**src/rtl/pgw_pkg.sv**
```systemverilog
package pgw_pkg;
    localparam int VA_W    = 32;
    localparam int OFF_W   = 12;
    localparam int VPN_W   = VA_W - OFF_W;
    localparam int IDX_W   = VPN_W / 2;
    localparam int ENT_SH  = 2;
    localparam int ECODE_W = 3;

    localparam int F_PRES  = 0;
    localparam int F_RW    = 1;
    localparam int F_US    = 2;
    localparam int F_ACC   = 5;
    localparam int F_DIRTY = 6;

    typedef enum logic [2:0] {
        ST_IDLE,
        ST_DIR_RD,
        ST_TBL_RD,
        ST_DIR_WB,
        ST_TBL_WB
    } walk_st_e;

    typedef struct packed {
        walk_st_e             st;
        logic [VPN_W-1:0]     vpn;
        logic                 wr;
        logic                 usr;
        logic [VA_W-1:0]      dent;
        logic [VA_W-1:0]      tent;
        logic                 tent_wb;
        logic                 page_wr;
        logic                 done;
        logic                 fault;
        logic [ECODE_W-1:0]   code;
        logic                 fill;
    } walk_s;
endpackage

```
**src/rtl/pgw_entry_addr.sv**
```systemverilog
module pgw_entry_addr
    import pgw_pkg::*;
(
    input  logic [VA_W-1:0]  base,
    input  logic [VPN_W-1:0] vpn,
    input  logic [VPN_W-1:0] tbl_frame,
    output logic [VA_W-1:0]  dir_addr,
    output logic [VA_W-1:0]  tbl_addr
);
    logic [VA_W-1:0] dir_off;
    logic [VA_W-1:0] tbl_off;

    always_comb begin
        dir_off = '0;
        tbl_off = '0;
        dir_off[IDX_W+ENT_SH-1:ENT_SH] = vpn[VPN_W-1:VPN_W-IDX_W];
        tbl_off[IDX_W+ENT_SH-1:ENT_SH] = vpn[IDX_W-1:0];
    end

    assign dir_addr = base + dir_off;
    assign tbl_addr = {tbl_frame, {OFF_W{1'b0}}} + tbl_off;
endmodule

```
**src/rtl/pgw_perm.sv**
```systemverilog
module pgw_perm (
    input  logic dir_rw,
    input  logic dir_us,
    input  logic tbl_rw,
    input  logic tbl_us,
    input  logic acc_user,
    input  logic acc_write,
    output logic page_wr,
    output logic viol
);
    logic page_user;

    assign page_user = dir_us & tbl_us;
    // supervisor pages ignore the R/W bits
    assign page_wr   = page_user ? (dir_rw & tbl_rw) : 1'b1;
    assign viol      = acc_user & (~page_user | (acc_write & ~page_wr));
endmodule

```
**src/rtl/pgw_flag_upd.sv**
```systemverilog
module pgw_flag_upd
    import pgw_pkg::*;
(
    input  logic [VA_W-1:0] dir_in,
    input  logic [VA_W-1:0] tbl_in,
    input  logic            wr,
    output logic [VA_W-1:0] dir_out,
    output logic            dir_chg,
    output logic [VA_W-1:0] tbl_out,
    output logic            tbl_chg
);
    always_comb begin
        dir_out          = dir_in;
        dir_out[F_ACC]   = 1'b1;
        tbl_out          = tbl_in;
        tbl_out[F_ACC]   = 1'b1;
        if (wr) begin
            tbl_out[F_DIRTY] = 1'b1;
        end
    end

    assign dir_chg = (dir_out != dir_in);
    assign tbl_chg = (tbl_out != tbl_in);
endmodule

```
**src/rtl/pgw_walker.sv**
```systemverilog
module pgw_walker
    import pgw_pkg::*;
(
    input  logic               clk,
    input  logic               rst_n,
    input  logic               req_valid,
    output logic               req_ready,
    input  logic [VPN_W-1:0]   req_vpn,
    input  logic               req_write,
    input  logic               req_user,
    input  logic               req_prefetch,
    input  logic [VA_W-1:0]    pd_base,
    output logic               mem_valid,
    input  logic               mem_ready,
    output logic               mem_we,
    output logic [VA_W-1:0]    mem_addr,
    output logic [VA_W-1:0]    mem_wdata,
    input  logic [VA_W-1:0]    mem_rdata,
    output logic               done,
    output logic               fault,
    output logic [ECODE_W-1:0] fault_code,
    output logic               tlb_fill,
    output logic [VPN_W-1:0]   tlb_vpn,
    output logic [VPN_W-1:0]   tlb_frame,
    output logic               tlb_user,
    output logic               tlb_wr,
    output logic               tlb_dirty
);
    walk_s walk_q, walk_d;

    logic [VA_W-1:0] dir_addr, tbl_addr;
    logic [VA_W-1:0] dent_new, tent_new;
    logic            dir_chg, tbl_chg;
    logic            perm_wr, perm_viol;

    pgw_entry_addr u_addr (
        .base      (pd_base),
        .vpn       (walk_q.vpn),
        .tbl_frame (walk_q.dent[VA_W-1:OFF_W]),
        .dir_addr  (dir_addr),
        .tbl_addr  (tbl_addr)
    );

    pgw_perm u_perm (
        .dir_rw    (walk_q.dent[F_RW]),
        .dir_us    (walk_q.dent[F_US]),
        .tbl_rw    (mem_rdata[F_RW]),
        .tbl_us    (mem_rdata[F_US]),
        .acc_user  (walk_q.usr),
        .acc_write (walk_q.wr),
        .page_wr   (perm_wr),
        .viol      (perm_viol)
    );

    pgw_flag_upd u_flags (
        .dir_in  (walk_q.dent),
        .tbl_in  (mem_rdata),
        .wr      (walk_q.wr),
        .dir_out (dent_new),
        .dir_chg (dir_chg),
        .tbl_out (tent_new),
        .tbl_chg (tbl_chg)
    );

    always_comb begin
        walk_d       = walk_q;
        walk_d.done  = 1'b0;
        walk_d.fault = 1'b0;
        walk_d.fill  = 1'b0;
        unique case (walk_q.st)
            ST_IDLE: begin
                if (req_valid) begin
                    walk_d.vpn = req_vpn;
                    walk_d.wr  = req_write;
                    walk_d.usr = req_user;
                    if (req_prefetch) begin
                        walk_d.done = 1'b1;
                    end else begin
                        walk_d.st = ST_DIR_RD;
                    end
                end
            end
            ST_DIR_RD: begin
                if (mem_ready) begin
                    walk_d.dent = mem_rdata;
                    if (!mem_rdata[F_PRES]) begin
                        walk_d.st    = ST_IDLE;
                        walk_d.done  = 1'b1;
                        walk_d.fault = 1'b1;
                        walk_d.code  = {walk_q.usr, walk_q.wr, 1'b0};
                    end else begin
                        walk_d.st = ST_TBL_RD;
                    end
                end
            end
            ST_TBL_RD: begin
                if (mem_ready) begin
                    if (!mem_rdata[F_PRES] || perm_viol) begin
                        walk_d.st    = ST_IDLE;
                        walk_d.done  = 1'b1;
                        walk_d.fault = 1'b1;
                        walk_d.code  = {walk_q.usr, walk_q.wr, mem_rdata[F_PRES]};
                    end else begin
                        walk_d.tent    = tent_new;
                        walk_d.tent_wb = tbl_chg;
                        walk_d.page_wr = perm_wr;
                        if (dir_chg) begin
                            walk_d.st = ST_DIR_WB;
                        end else if (tbl_chg) begin
                            walk_d.st = ST_TBL_WB;
                        end else begin
                            walk_d.st   = ST_IDLE;
                            walk_d.done = 1'b1;
                            walk_d.fill = 1'b1;
                        end
                    end
                end
            end
            ST_DIR_WB: begin
                if (mem_ready) begin
                    if (walk_q.tent_wb) begin
                        walk_d.st = ST_TBL_WB;
                    end else begin
                        walk_d.st   = ST_IDLE;
                        walk_d.done = 1'b1;
                        walk_d.fill = 1'b1;
                    end
                end
            end
            ST_TBL_WB: begin
                if (mem_ready) begin
                    walk_d.st   = ST_IDLE;
                    walk_d.done = 1'b1;
                    walk_d.fill = 1'b1;
                end
            end
            default: walk_d.st = ST_IDLE;
        endcase
    end

    always_ff @(posedge clk or negedge rst_n) begin
        if (!rst_n) begin
            walk_q <= '0;
        end else begin
            walk_q <= walk_d;
        end
    end

    always_comb begin
        mem_valid = 1'b0;
        mem_we    = 1'b0;
        mem_addr  = '0;
        mem_wdata = '0;
        unique case (walk_q.st)
            ST_DIR_RD: begin
                mem_valid = 1'b1;
                mem_addr  = dir_addr;
            end
            ST_TBL_RD: begin
                mem_valid = 1'b1;
                mem_addr  = tbl_addr;
            end
            ST_DIR_WB: begin
                mem_valid = 1'b1;
                mem_we    = 1'b1;
                mem_addr  = dir_addr;
                mem_wdata = dent_new;
            end
            ST_TBL_WB: begin
                mem_valid = 1'b1;
                mem_we    = 1'b1;
                mem_addr  = tbl_addr;
                mem_wdata = walk_q.tent;
            end
            default: ;
        endcase
    end

    assign req_ready  = (walk_q.st == ST_IDLE);
    assign done       = walk_q.done;
    assign fault      = walk_q.fault;
    assign fault_code = walk_q.code;
    assign tlb_fill   = walk_q.fill;
    assign tlb_vpn    = walk_q.vpn;
    assign tlb_frame  = walk_q.tent[VA_W-1:OFF_W];
    assign tlb_user   = walk_q.usr;
    assign tlb_wr     = walk_q.page_wr;
    assign tlb_dirty  = walk_q.tent[F_DIRTY];
endmodule

```
**config.mk**
```make
export PLATFORM = sky130hd
export DESIGN_NAME = pgw_walker
export DESIGN_NICKNAME = d
export VERILOG_FILES = /design/src/rtl/pgw_pkg.sv /design/src/rtl/pgw_entry_addr.sv /design/src/rtl/pgw_perm.sv /design/src/rtl/pgw_flag_upd.sv /design/src/rtl/pgw_walker.sv
export SDC_FILE = /design/constraint.sdc
export NUM_CORES = 1
export LEC_CHECK = 0
export BUFFER_PORTS_ARGS = -buffer_cell sky130_fd_sc_hd__buf_2
export CAP_MARGIN = 5
export CORE_AREA = 2 2 106 108
export CTS_BUF_LIST = sky130_fd_sc_hd__clkbuf_4 sky130_fd_sc_hd__clkbuf_8 sky130_fd_sc_hd__clkbuf_16
export DETAILED_ROUTE_END_ITERATION = 8
export DIE_AREA = 0 0 108 110
export PLACE_DENSITY = 0.85
export SYNTH_ARGS = -nofsm -noshare
export SYNTH_HDL_FRONTEND = slang
export SYNTH_SLANG_ARGS = --single-unit
```
**constraint.sdc**
```tcl
create_clock -name clk -period 3.3 [get_ports clk]
set_input_delay 0.165 -clock clk [delete_from_list [all_inputs] [get_ports clk]]
set_output_delay 0.165 -clock clk [all_outputs]
set_load 0.05 [all_outputs]
```
# == After elaboration in Yosys (flattened, before gate mapping) ==
# Index checks and enable logic that the tools add are counted.
# word_totals
regBits,97
input_bits,91
output_inout_bits,116
word_cells,82
# op_classes
n_addsub,2
n_eq_ne,13
muxes,34
n_bitwise,8
reduce_logical,13
# ops
operator,n
one-hot mux 32 bit (2 select lines),2
adder 32 x 12 -> 32 bit,2
two-way mux 3 bit,9
two-way mux 25 bit,1
!= test 2 bit (second input constant),8
one-hot mux 3 bit (5 select lines),1
two-way mux 1 bit,13
two-way mux 5 bit,2
one-hot mux 4 bit (2 select lines),1
equality test 3 x 2 -> 1 bit (second input constant),2
two-way mux 6 bit,1
AND reduction 6 bit,1
OR reduction 2 bit,3
one-hot mux 1 bit (5 select lines),1
AND reduction 5 bit,1
bitwise AND 1 bit,4
two-way mux 4 bit,1
AND reduction 2 bit,2
OR reduction 4 bit,1
equality test 3 x 1 -> 1 bit (second input constant),1
equality test 3 bit (second input constant),1
zero test 3 bit,1
inverter 1 bit,3
one-hot mux 1 bit (3 select lines),1
7 further kinds,7

# == Logic depth before layout (Yosys ltp) ==
# Gate-level depths: netlist (run 1).
# logic_depth
ltp_word,10
mapped_depth,8
mapped_depth_nobuf,8

# == Cells and area by module ==
# A second synthesis (run 1) with hierarchy kept.
# hier_totals
cells_unflattened,596
area_unflattened_um2,6477.5
# modules_own_cells
mod,instances,cells_per_inst,area_each_um2,seq_area_each_um2
pgw_walker,1,370,4833.4,2427.3
pgw_entry_addr,1,154,1123.6,0.0
pgw_flag_upd,1,68,495.5,0.0
pgw_perm,1,4,25.0,0.0

# == Least setup slack after synthesis (run 1) ==
# Ideal clock, no wire load.
# synth_path
kind,register -> output
startpoint,"register walk_q, in the netlist tlb_vpn[10]"
endpoint,output mem_addr[8]
arrival_time_ps,2659
t_required_ps,3135
setup_slack_ps,476
stages_incl_launch_ff,8
n_path_buf,0
path_cell_list,dfrtp_1 > ha_1 > fa_1 > a21oi_1 > o21ai_1 > a21o_1 > xnor2_1 > o21ai_0
# synth_via
elab_chain_cells,2
# synth_rtl
item,line,text
"start, declared",pgw_walker.sv:29,"walk_s walk_q, walk_d;"
"start signal, assigned",pgw_walker.sv:145,walk_q <= walk_d;
adder 32 x 12 -> 32 bit,pgw_entry_addr.sv:20,assign dir_addr = base + dir_off;
one-hot mux 32 bit (2 select lines),pgw_walker.sv:154,unique case (walk_q.st)
"end, declared",pgw_walker.sv:16,"output logic [VA_W-1:0] mem_addr,"
# No other way between the ends.

# == Final worst setup path (run 1) ==
# layout_path
startpoint,"register walk_q, in the netlist tlb_vpn[10]"
endpoint,output mem_addr[24]
# Same word-level chain as after synthesis.

==> impl_metrics.toml, run 1 <==
[worst_setup_path]
cpMaxStageDelayCell = "dfrtp_1"
r2r-start = "walk_q[94]"
slowest_delay_ps = 410
arrival_ps = 2910
timing.critical_path.from = "tlb_vpn[10]"
path_buf_inv = 1
critical-path-top-delay-family = "compound AO/OA/AOI/OAI gates"
ff2ff_setup_slack_ps = 880
cp-start-kind = "register"
cp.required_ps = 3130
crit_type = "register to output pin"
crit_chain = "ha_1 -> fa_1 -> a21oi_1 -> o21ai_1 -> a211oi_4 -> nor2_2 -> a31o_1 -> nand2_1 -> buf_2"
endpoint_kind = "output pin"
regToRegEndpoint = "walk_q[66]"
cp_max_fo = 8
r2r_cells = 4

[clock_tree]
cts_num_sinks = 97
clk_latency_ps = 380
clk_pin_slew_ps = 100
clockBufferDepth = 2
cts_root_buf = "clkbuf_8"
postCtsSetupBuffers = 0
cts_tree = "built"
htreeDepth = 3
cts_buffers = 9

[routing]
postRouteAntennaNets = 0
via_per_inst = 5.73
drc = 0
wire_per_inst_um = 18.3
drt_wl_total_um = 15500
first_pass_iters = 5
num_vias = 4840
drtIter0Drc = 260

[cells_and_area]
fin_nets = 802
seqCellArea_sq_um = 2430
fill_cells = 881
antenna_cells = 0
syn_to_final_growth_pct = 20.5
multi_input_area_sq_um = 2800
drive_gt1_share_pct = 38.6

[global_routing]
grt_pass1_wl_um = 24200
grt.total_usage_pct = 26.5
grt_pass1_vias = 4891
overflow = 0
grt_max_degree = 71
antenna_found_initial = 1

[timing]
hold_viol = 0
holdWs_ps = 3.08
clock-skew-final_ps = 14.9
drv_slew = 0
period_needed_ps = 3070
worst_slack_ps = 229
fin_crit_sh_pct = 93.0
max_slew.worst_pin.slew_ps = 891
finalSetupViolCount = 0
fmax_mhz = 326
tns_ps = 0
rsz0062_at_grt = "no"
slew_headroom_pct = 40.6

[power]
sw_frac_of_total_pct = 55.0
p_per_area_nw_per_um2 = 1150
internal-power_mw = 3.53
vdd_drop_max_uv = 805
p_seq_share_pct = 28.0
switchingPower_mw = 4.31
clock_power_share_pct = 11.3
cellLeakagePower_nw = 3.37
combinationalPowerShare_pct = 60.8

[floorplan]
core_region_area_sq_um = 10700
die_h_um = 110
fp-row-count = 38
dieArea_sq_um = 11900
start_util_pct = 53.1
io_pins = 207
die_w_um = 108

[run]
cap_violations = 0

[place]
place_congestion = 0.853
io_buffer_count = 206
dp_hpwl_um = 11700
post-place-ws_ps = 453

[yosys]
postSynth.asyncResetShare_pct = 100
yosysSeqAreaShare_pct = 42.8
yosys_warnings = 0
synth_edf_count = 0
ys.flop_type = "dfrtp_1"
syn_avg_cell_area_sq_um = 10.6
synth.ff_latch_count = 97
synth_nets = 640
synthCells = 538
syn-cell-area_sq_um = 5680
synth.distinct_cells = 62

[hold_path]
worstHoldEndpoint = "tlb_vpn[3]"
holdPathStages = 2
hp-start = "req_vpn[3]"
holdCritPathClass = "input pin to register"

[status]
status = "completed"
[metal layers]
metal / part of all wire (%) / up-vias / track usage, %
met5: 0.078 / - / 0
met4: 2.6 / 2 / 10.4
met3: 8.8 / 36 / 7.47
met2: 48 / 236 / 44.7
met1: 40 / 2333 / 32.3
li1: - / 2233 / -
[worst max-delay path by stage]
| stage | slack, ps | depth (start not counted) | endpoint |
|---|---|---|---|
| after floorplan | 480 | 7 | mem_addr[8] |
| after global placement | 510 | 9 | mem_addr[28] |
| after detailed placement | 450 | 9 | mem_addr[28] |
| after CTS | 40 | 9 | mem_addr[28] |
| after global routing | 40 | 9 | mem_addr[21] |
| final | 230 | 9 | mem_addr[24] |
[layout by cell type, fill, tap and decap left out, drive strengths merged, types with 3 or more instances in the layout]
| cell type | n |
|---|---|
| a211oi | 4 |
| a21o | 3 |
| a21oi | 12 |
| a22o | 35 |
| a22oi | 4 |
| and2 | 7 |
| buf | 217 |
| clkbuf | 9 |
| dfrtp | 97 |
| dlygate4sd3 | 6 |
| ha | 10 |
| inv | 9 |
| mux2 | 85 |
| nand2 | 52 |
| nand2b | 5 |
| nand3 | 9 |
| nand4 | 4 |
| nor2 | 16 |
| nor2b | 7 |
| nor3 | 9 |
| nor3b | 6 |
| nor4b | 3 |
| o211ai | 6 |
| o21ai | 31 |
| or4 | 5 |
| xnor2 | 11 |
| xor2 | 4 |
[cells in the mapped netlist, types with 5 or more instances]
cell | n | share of area (%)
dfrtp_1 | 97 | 43
mux2_1 | 60 | 12
nand2_1 | 51 | 3.4
buf_4 | 43 | 5.7
a22o_1 | 35 | 5.4
mux2_2 | 25 | 5.0
o21ai_1 | 21 | 1.9
clkbuf_1 | 17 | 1.1
nor2_1 | 16 | 1.1
a21oi_1 | 12 | 1.1
xnor2_1 | 11 | 1.7
buf_2 | 10 | 0.88
ha_1 | 10 | 2.2
o21ai_0 | 10 | 0.88
nand3_1 | 9 | 0.79
nor3_1 | 8 | 0.71
and2_1 | 7 | 0.77
nor2b_1 | 7 | 0.77
o211ai_1 | 6 | 0.79
inv_1 | 5 | 0.33
nand2b_1 | 5 | 0.55
nor3b_1 | 5 | 0.66
or4_1 | 5 | 0.66
[timing repair]
action                                  4_1_cts  5_1_grt
endpoints found under the hold margin        74        0
hold buffers                                  6        0
endpoints found under the setup margin        0        5
gates resized for setup                       0        2
[area by class of cell]
class / count / area share (%)
multi-input cells: 363 / 41.0
flip-flops and latches: 97 / 35.5
repair buffers: 223 / 17.4
well taps: 140 / 2.56
clock buffers: 9 / 1.81
clock inverters: 7 / 1.48
inverters: 6 / 0.329
[per-stage QoR]
step | power [mW] | util [%] | cell area [sq um] | std cells
global route | 8.28 | 64.0 | 6840 | 845
finish | 7.85 | 64.0 | 6840 | 845
global placement | 6.83 | 61.2 | 6550 | 823
floorplan | 6.14 | - | 5680 | 538
detailed placement | 6.96 | 61.2 | 6550 | 823
CTS | 7.86 | 63.9 | 6830 | 845
[registers in the layout, indices dropped and copies added (netlist names)]
register and count:
tlb_vpn 20, tlb_dirty 1, walk_q 48, tlb_fill 1, fault 1, tlb_frame 20, fault_code 3, tlb_user 1
tlb_wr 1, done 1
[power by group through the flow]
stage               Combinational (mW)  Clock [mW]  Sequential (mW)
global placement                  4.67           0             2.16
global route                      5.05       0.952             2.27
detailed placement                4.74           0             2.21
floorplan                         4.01           0             2.14
finish                            4.77       0.886             2.19
CTS                               4.76       0.904             2.19
[cell families (layout without fill, tap and decap cells)]
| family | Yosys count | in the layout | synth area share (%) |
|---|---|---|---|
| buf+inv | 78 | 245 | 8.22 |
| simple gates | 136 | 136 | 12.5 |
| flops | 97 | 97 | 42.8 |
| fa+ha+maj | 11 | 11 | 2.56 |
| mux | 87 | 87 | 17.2 |
| xor+xnor | 15 | 15 | 2.31 |
| compound gates | 114 | 114 | 14.4 |
Power figures use the tool's default switching activity.
==> run 2: changes to the inputs <==
--- a/config.mk
+++ b/config.mk
@@ -7,11 +7,11 @@
 export LEC_CHECK = 0
 export BUFFER_PORTS_ARGS = -buffer_cell sky130_fd_sc_hd__buf_2
 export CAP_MARGIN = 5
-export CORE_AREA = 2 2 106 108
+export CORE_AREA = 2 2 110 112
 export CTS_BUF_LIST = sky130_fd_sc_hd__clkbuf_4 sky130_fd_sc_hd__clkbuf_8 sky130_fd_sc_hd__clkbuf_16
 export DETAILED_ROUTE_END_ITERATION = 8
-export DIE_AREA = 0 0 108 110
-export PLACE_DENSITY = 0.85
+export DIE_AREA = 0 0 112 114
+export PLACE_DENSITY = 0.79
 export SYNTH_ARGS = -nofsm -noshare
 export SYNTH_HDL_FRONTEND = slang
 export SYNTH_SLANG_ARGS = --single-unit
==> constraint.sdc (replaced) <==
create_clock -name clk -period 3.47 [get_ports clk]
set_input_delay 0.1735 -clock clk [delete_from_list [all_inputs] [get_ports clk]]
set_output_delay 0.1735 -clock clk [all_outputs]
set_load 0.05 [all_outputs]
==> run 2 against run 1 <==
Cell area is 0.13% higher. Final cell count is 0.36% higher. Via count is 1.5% lower. First-iteration DRC count is 19% lower. Total power is 3.6% lower. Sequential cell count stayed put. Worst hold slack better by 35 ps. Wire length is 2.8% lower. Setup slack worse by 1.6 ps. Non-clock buffer count is 5 lower.
==> impl_metrics.toml, run 2 (synthesis gave the netlist of run 1 again) <==
[timing]
rsz0062_at_grt = "no"
period_needed_ps = 3240
fin_crit_sh_pct = 93.4
tns_ps = 0
clock-skew-final_ps = 5.79
drv_slew = 0
fmax_mhz = 308
max_slew.worst_pin.slew_ps = 929
holdWs_ps = 37.6
finalSetupViolCount = 0
slew_headroom_pct = 38.1
hold_viol = 0

[routing]
num_vias = 4768
drtIter0Drc = 211
drc = 0
wire_per_inst_um = 17.7
postRouteAntennaNets = 0
drt_wl_total_um = 15000
first_pass_iters = 4
via_per_inst = 5.62

[worst_setup_path]
crit_type = "register to output pin"
endpoint_kind = "output pin"
arrival_ps = 3070
cp_max_fo = 8
cp-start-kind = "register"
r2r_cells = 4
cp.required_ps = 3300

[cells_and_area]
syn_to_final_growth_pct = 20.7
fin_area_sq_um = 6850
mostFrequentLayoutCells = "buf_2 (205), dfrtp_1 (97), mux2_1 (60), nand2_1 (51), a22o_1 (35)"
fill_cells = 1031
largest_reg_flops = 48
final_cell_count_no_fill = 848
largest_register = "walk_q"
drive_gt1_share_pct = 38.7
layout_commonest_cell = "buf_2"
fin_nets = 797

[floorplan]
io_pins = 207
die_h_um = 114
start_util_pct = 48.5
core_region_area_sq_um = 11700
fp-row-count = 40
die_w_um = 112
dieArea_sq_um = 12800

[place]
dp.cells = 830
io_buffer_count = 206
placed_cell_area_sq_um = 6540
dp_hpwl_um = 11200
place_congestion = 0.868

[power]
vdd_drop_max_uv = 761
sw_frac_of_total_pct = 54.3
p_per_area_nw_per_um2 = 1100
clock_power_share_pct = 12.8
cellLeakagePower_nw = 3.37
switchingPower_mw = 4.11
p_seq_share_pct = 27.6
internal-power_mw = 3.45
combinationalPowerShare_pct = 59.6

[clock_tree]
cts_root_buf = "clkbuf_16"
clk_latency_ps = 350
cts_buffers = 9
clk_pin_slew_ps = 70
clockBufferDepth = 2
cts_num_sinks = 97
cts_tree = "built"
htreeDepth = 3
postCtsSetupBuffers = 0

[global_routing]
met2_usage_pct = 40.2
antenna_found_initial = 1
use_met1_pct = 28.7
grt_max_degree = 75
grt_pass1_vias = 4785
grt_pass1_wl_um = 24000
grt-busiest-layer = "met2"
overflow = 0
grt.total_usage_pct = 23.7
met3_usage_pct = 6.75

[run]
cap_violations = 0

[hold_path]
holdPathStages = 2
holdCritPathClass = "input pin to register"

[status]
status = "completed"
[run 2: cell count changes in the layout (fill, tap and decap cells not counted), moves of 2 or more]
cell           previous run  this run
bufinv_16                 2         0
clkbuf_16                 0         9
clkbuf_8                  9         1
clkinv_4                  0         2
dlygate4sd3_1             6         1
[run 2: layer usage]
layer | vias up | part of all wire, % | wire [um]
li1 | 2231 | - | -
met1 | 2309 | 40 | 6090
met2 | 196 | 48 | 7270
met3 | 32 | 8.4 | 1260
met4 | 0 | 2.8 | 423
met5 | - | 0 | 0
[run 2: worst paths after layout]
kind	startpoint	end	slack [ps]
worst min register to register	walk_q[8]	walk_q[8]	470
worst min-delay path	req_vpn[15]	tlb_vpn[15]	40
worst max-delay path	tlb_vpn[10]	mem_addr[28]	230
max in group asynchronous	rst_n	walk_q[63]	2070
worst max register to register	walk_q[94]	walk_q[62]	1060
min in group asynchronous	rst_n	fault_code[2]	540
[run 2: layout make-up]
| class | count | area [sq um] | share of cell area (%) |
|---|---|---|---|
| Antenna cell | 1 | 2.50 | 0.0365 |
| Clock buffer | 10 | 239 | 3.49 |
| Clock inverter | 6 | 48.8 | 0.712 |
| Inverter | 6 | 22.5 | 0.329 |
| Multi-Input combinational cell | 363 | 2800 | 40.9 |
| Sequential cell | 97 | 2430 | 35.4 |
| Tap cell | 147 | 184 | 2.68 |
| Timing Repair Buffer | 218 | 1130 | 16.4 |
[run 2: repair_timing]
action,in CTS,in global routing
hold buffers,1,0
gates resized for setup,0,1
setup endpoints to repair,0,1
hold endpoints to repair,47,0
[run 2: critical path, stage by stage, from the launching register on]
cell and delay [ps]:
dfrtp_1 400, ha_1 220, fa_1 410, a21oi_1 200, o21ai_1 170, a211oi_4 450
nor2_1 240, a41o_1 280, nand3_1 80, buf_2 270
[run 2: power groups by stage]
stage	clock [mW]	combinational, mW	sequential (mW)
6_report	0.969	4.51	2.09
4_1_cts	0.992	4.52	2.09
3_3_place_gp	0	4.44	2.06
2_1_floorplan	0	3.81	2.03
3_5_place_dp	0	4.50	2.11
5_1_grt	1.04	4.78	2.16
[run 2: through the flow]
stage               total power, mW  utilization [%]  worst slack (ps)
floorplan                      5.84                -               638
global placement               6.50             55.9               598
detailed placement             6.61             55.9               524
CTS                            7.60             58.4               134
global route                   7.98             58.5              95.8
finish                         7.56             58.5               228
==> run 3: changes to the inputs <==
--- a/config.mk
+++ b/config.mk
@@ -7,11 +7,11 @@
 export LEC_CHECK = 0
 export BUFFER_PORTS_ARGS = -buffer_cell sky130_fd_sc_hd__buf_2
 export CAP_MARGIN = 5
-export CORE_AREA = 2 2 110 112
+export CORE_AREA = 2 2 116 118
 export CTS_BUF_LIST = sky130_fd_sc_hd__clkbuf_4 sky130_fd_sc_hd__clkbuf_8 sky130_fd_sc_hd__clkbuf_16
 export DETAILED_ROUTE_END_ITERATION = 8
-export DIE_AREA = 0 0 112 114
-export PLACE_DENSITY = 0.79
+export DIE_AREA = 0 0 118 120
+export PLACE_DENSITY = 0.75
 export SYNTH_ARGS = -nofsm -noshare
 export SYNTH_HDL_FRONTEND = slang
 export SYNTH_SLANG_ARGS = --single-unit
==> constraint.sdc (replaced) <==
create_clock -name clk -period 2.6 [get_ports clk]
set_input_delay 0.13 -clock clk [delete_from_list [all_inputs] [get_ports clk]]
set_output_delay 0.13 -clock clk [all_outputs]
set_load 0.05 [all_outputs]
==> run 3 against run 2 <==
The run now ends with negative setup slack left. First-iteration DRC count decreased by 1.9%. Utilization is 0.83 points higher. Sequential power grew 33%. Clock-buffer cell count increased by 1. Register-to-register slack worse by 370 ps. Non-clock buffer count up 41. Wire length is 11% higher. Total power grew 47%. Sequential cell count unchanged. Largest cell class unchanged.
==> impl_metrics.toml, run 3 (synthesis gave the netlist of run 1 again) <==
[power]
cellLeakagePower_nw = 3.64
sw_frac_of_total_pct = 52.5
vdd_drop_max_uv = 623
p_seq_share_pct = 25.1
switchingPower_mw = 5.84
p_per_area_nw_per_um2 = 1450
combinationalPowerShare_pct = 63.4
internal-power_mw = 5.30
clock_power_share_pct = 11.6

[cells_and_area]
mostFrequentLayoutCells = "buf_2 (182), dfrtp_1 (97), mux2_1 (60), nand2_1 (49), a22o_1 (35)"
syn_to_final_growth_pct = 35.6
final_util_pct = 59.3
fin_nets = 839
fill_cells = 1108
fin_area_sq_um = 7700
layout_commonest_cell = "buf_2"
largest_reg_flops = 48
drive_gt1_share_pct = 45.0
antenna_cells = 0
final_cell_count_no_fill = 918
largest_register = "walk_q"

[worst_setup_path]
cp-start-kind = "register"
crit_type = "register to output pin"
cp_max_fo = 8
slowest_delay_ps = 430
endpoint_kind = "output pin"
cpMaxStageDelayCell = "dfrtp_1"
arrival_ps = 2610
crit_chain = "ha_4 -> nand2_1 -> o21ai_4 -> a21oi_2 -> a2111oi_2 -> xnor2_1 -> o21ai_2 -> buf_6"
cp.required_ps = 2470

[floorplan]
fp-row-count = 42
start_util_pct = 43.7
core_region_area_sq_um = 13000
dieArea_sq_um = 14200
die_w_um = 118
io_pins = 207
die_h_um = 120

[routing]
drtIter0Drc = 207
wire_per_inst_um = 18.1
num_vias = 4934
drt_wl_total_um = 16600
via_per_inst = 5.37
drc = 0
postRouteAntennaNets = 0
first_pass_iters = 4

[global_routing]
grt_pass1_vias = 5124
use_met1_pct = 27.9
grt.total_usage_pct = 23.3
met2_usage_pct = 39.7
met3_usage_pct = 5.94
grt_max_degree = 47
grt-busiest-layer = "met2"
grt_pass1_wl_um = 26100
overflow = 0
antenna_found_initial = 2

[clock_tree]
cts_tree = "built"
htreeDepth = 3
clockBufferDepth = 2
clk_pin_slew_ps = 70
cts_buffers = 9
cts_root_buf = "clkbuf_16"
clk_latency_ps = 350
cts_num_sinks = 97

[timing]
hold_viol = 0
drv_slew = 0
finalSetupViolCount = 19
clock-skew-final_ps = 7.06
slew_headroom_pct = 60.8
fmax_mhz = 365
fin_crit_sh_pct = 105
period_needed_ps = 2740
worst_slack_ps = -139
rsz0062_at_grt = "yes"
max_slew.worst_pin.slew_ps = 587

[place]
post-place-ws_ps = -56.9
place_congestion = 0.878
dp.cells = 865
placed_cell_area_sq_um = 6670
io_buffer_count = 206
dp_hpwl_um = 11600

[run]
cap_violations = 0

[status]
status = "finished with violations"
violations = "negative setup slack"

[hold_path]
holdCritPathClass = "input pin to register"
[run 3: changes by cell type in the layout (fill, tap and decap cells not counted), moves of 3 or more]
cell,change
buf_2,-23
buf_4,+21
dlygate4sd3_1,+20
buf_6,+19
ha_1,-9
ha_4,+8
o21ai_2,+8
o21ai_1,-7
a21oi_1,-5
a21oi_2,+3
[run 3: critical path: cells and delay by family (launching register included)]
family / cells / cell delay, ps
fa+ha+maj: 1 / 340
xor+xnor: 1 / 120
compound gates: 4 / 1050
simple gates: 1 / 120
flops: 1 / 430
buf+inv: 1 / 190
[run 3: power by group through the flow]
stage	Clock [mW]	Sequential [mW]	Combinational [mW]
after CTS	1.32	2.78	6.71
after global placement	0	2.73	6.06
after floorplan	0	2.71	5.11
final	1.29	2.79	7.06
after detailed placement	0	2.79	6.15
after global routing	1.37	2.89	7.40
[run 3: path summary, 6_finish.rpt]
path | end | depth (start not counted) | from | slack (ps)
setup / recovery | mem_addr[31] | 8 | tlb_vpn[17] | -140
min in group asynchronous | walk_q[46] | 2 | rst_n | 320
hold / removal | tlb_vpn[15] | 2 | req_vpn[15] | 8
setup reg to reg | walk_q[58] | 5 | walk_q[94] | 690
hold reg to reg | walk_q[8] | 1 | walk_q[8] | 470
max in group asynchronous | tlb_vpn[1] | 3 | rst_n | 1480
[run 3: stage by stage]
step | hold slack, ps | setup TNS [ps] | power, mW
floorplan | -166 | -27.2 | 7.82
global placement | 165 | -12.5 | 8.80
detailed placement | 175 | -56.9 | 8.95
CTS | 0.232 | -2610 | 10.8
global route | 7.33 | -3470 | 11.7
finish | 8.49 | -1280 | 11.1
[run 3: layout make-up]
| cell class | count | area (sq um) | area share (%) |
|---|---|---|---|
| Clock buffer | 11 | 253 | 3.28 |
| Clock inverter | 5 | 37.5 | 0.487 |
| Inverter | 6 | 22.5 | 0.292 |
| Multi-Input combinational cell | 364 | 3090 | 40.2 |
| Sequential cell | 97 | 2430 | 31.5 |
| Tap cell | 176 | 220 | 2.86 |
| Timing Repair Buffer | 259 | 1650 | 21.4 |
[run 3: metal layers]
layer	share of wire, %	vias up
li1	-	2308
met1	41	2392
met2	49	195
met3	6.8	37
met4	3.2	2
met5	0.066	-
[run 3: timing repair]
| item | in CTS | in global routing |
|---|---|---|
| cloned | 1 | 0 |
| buffers inserted | 12 | 5 |
| endpoints found under the hold margin | 64 | 0 |
| endpoints found under the setup margin | 21 | 25 |
| gates resized for setup | 58 | 33 |
| pin swaps | 22 | 21 |
| hold buffers | 21 | 0 |
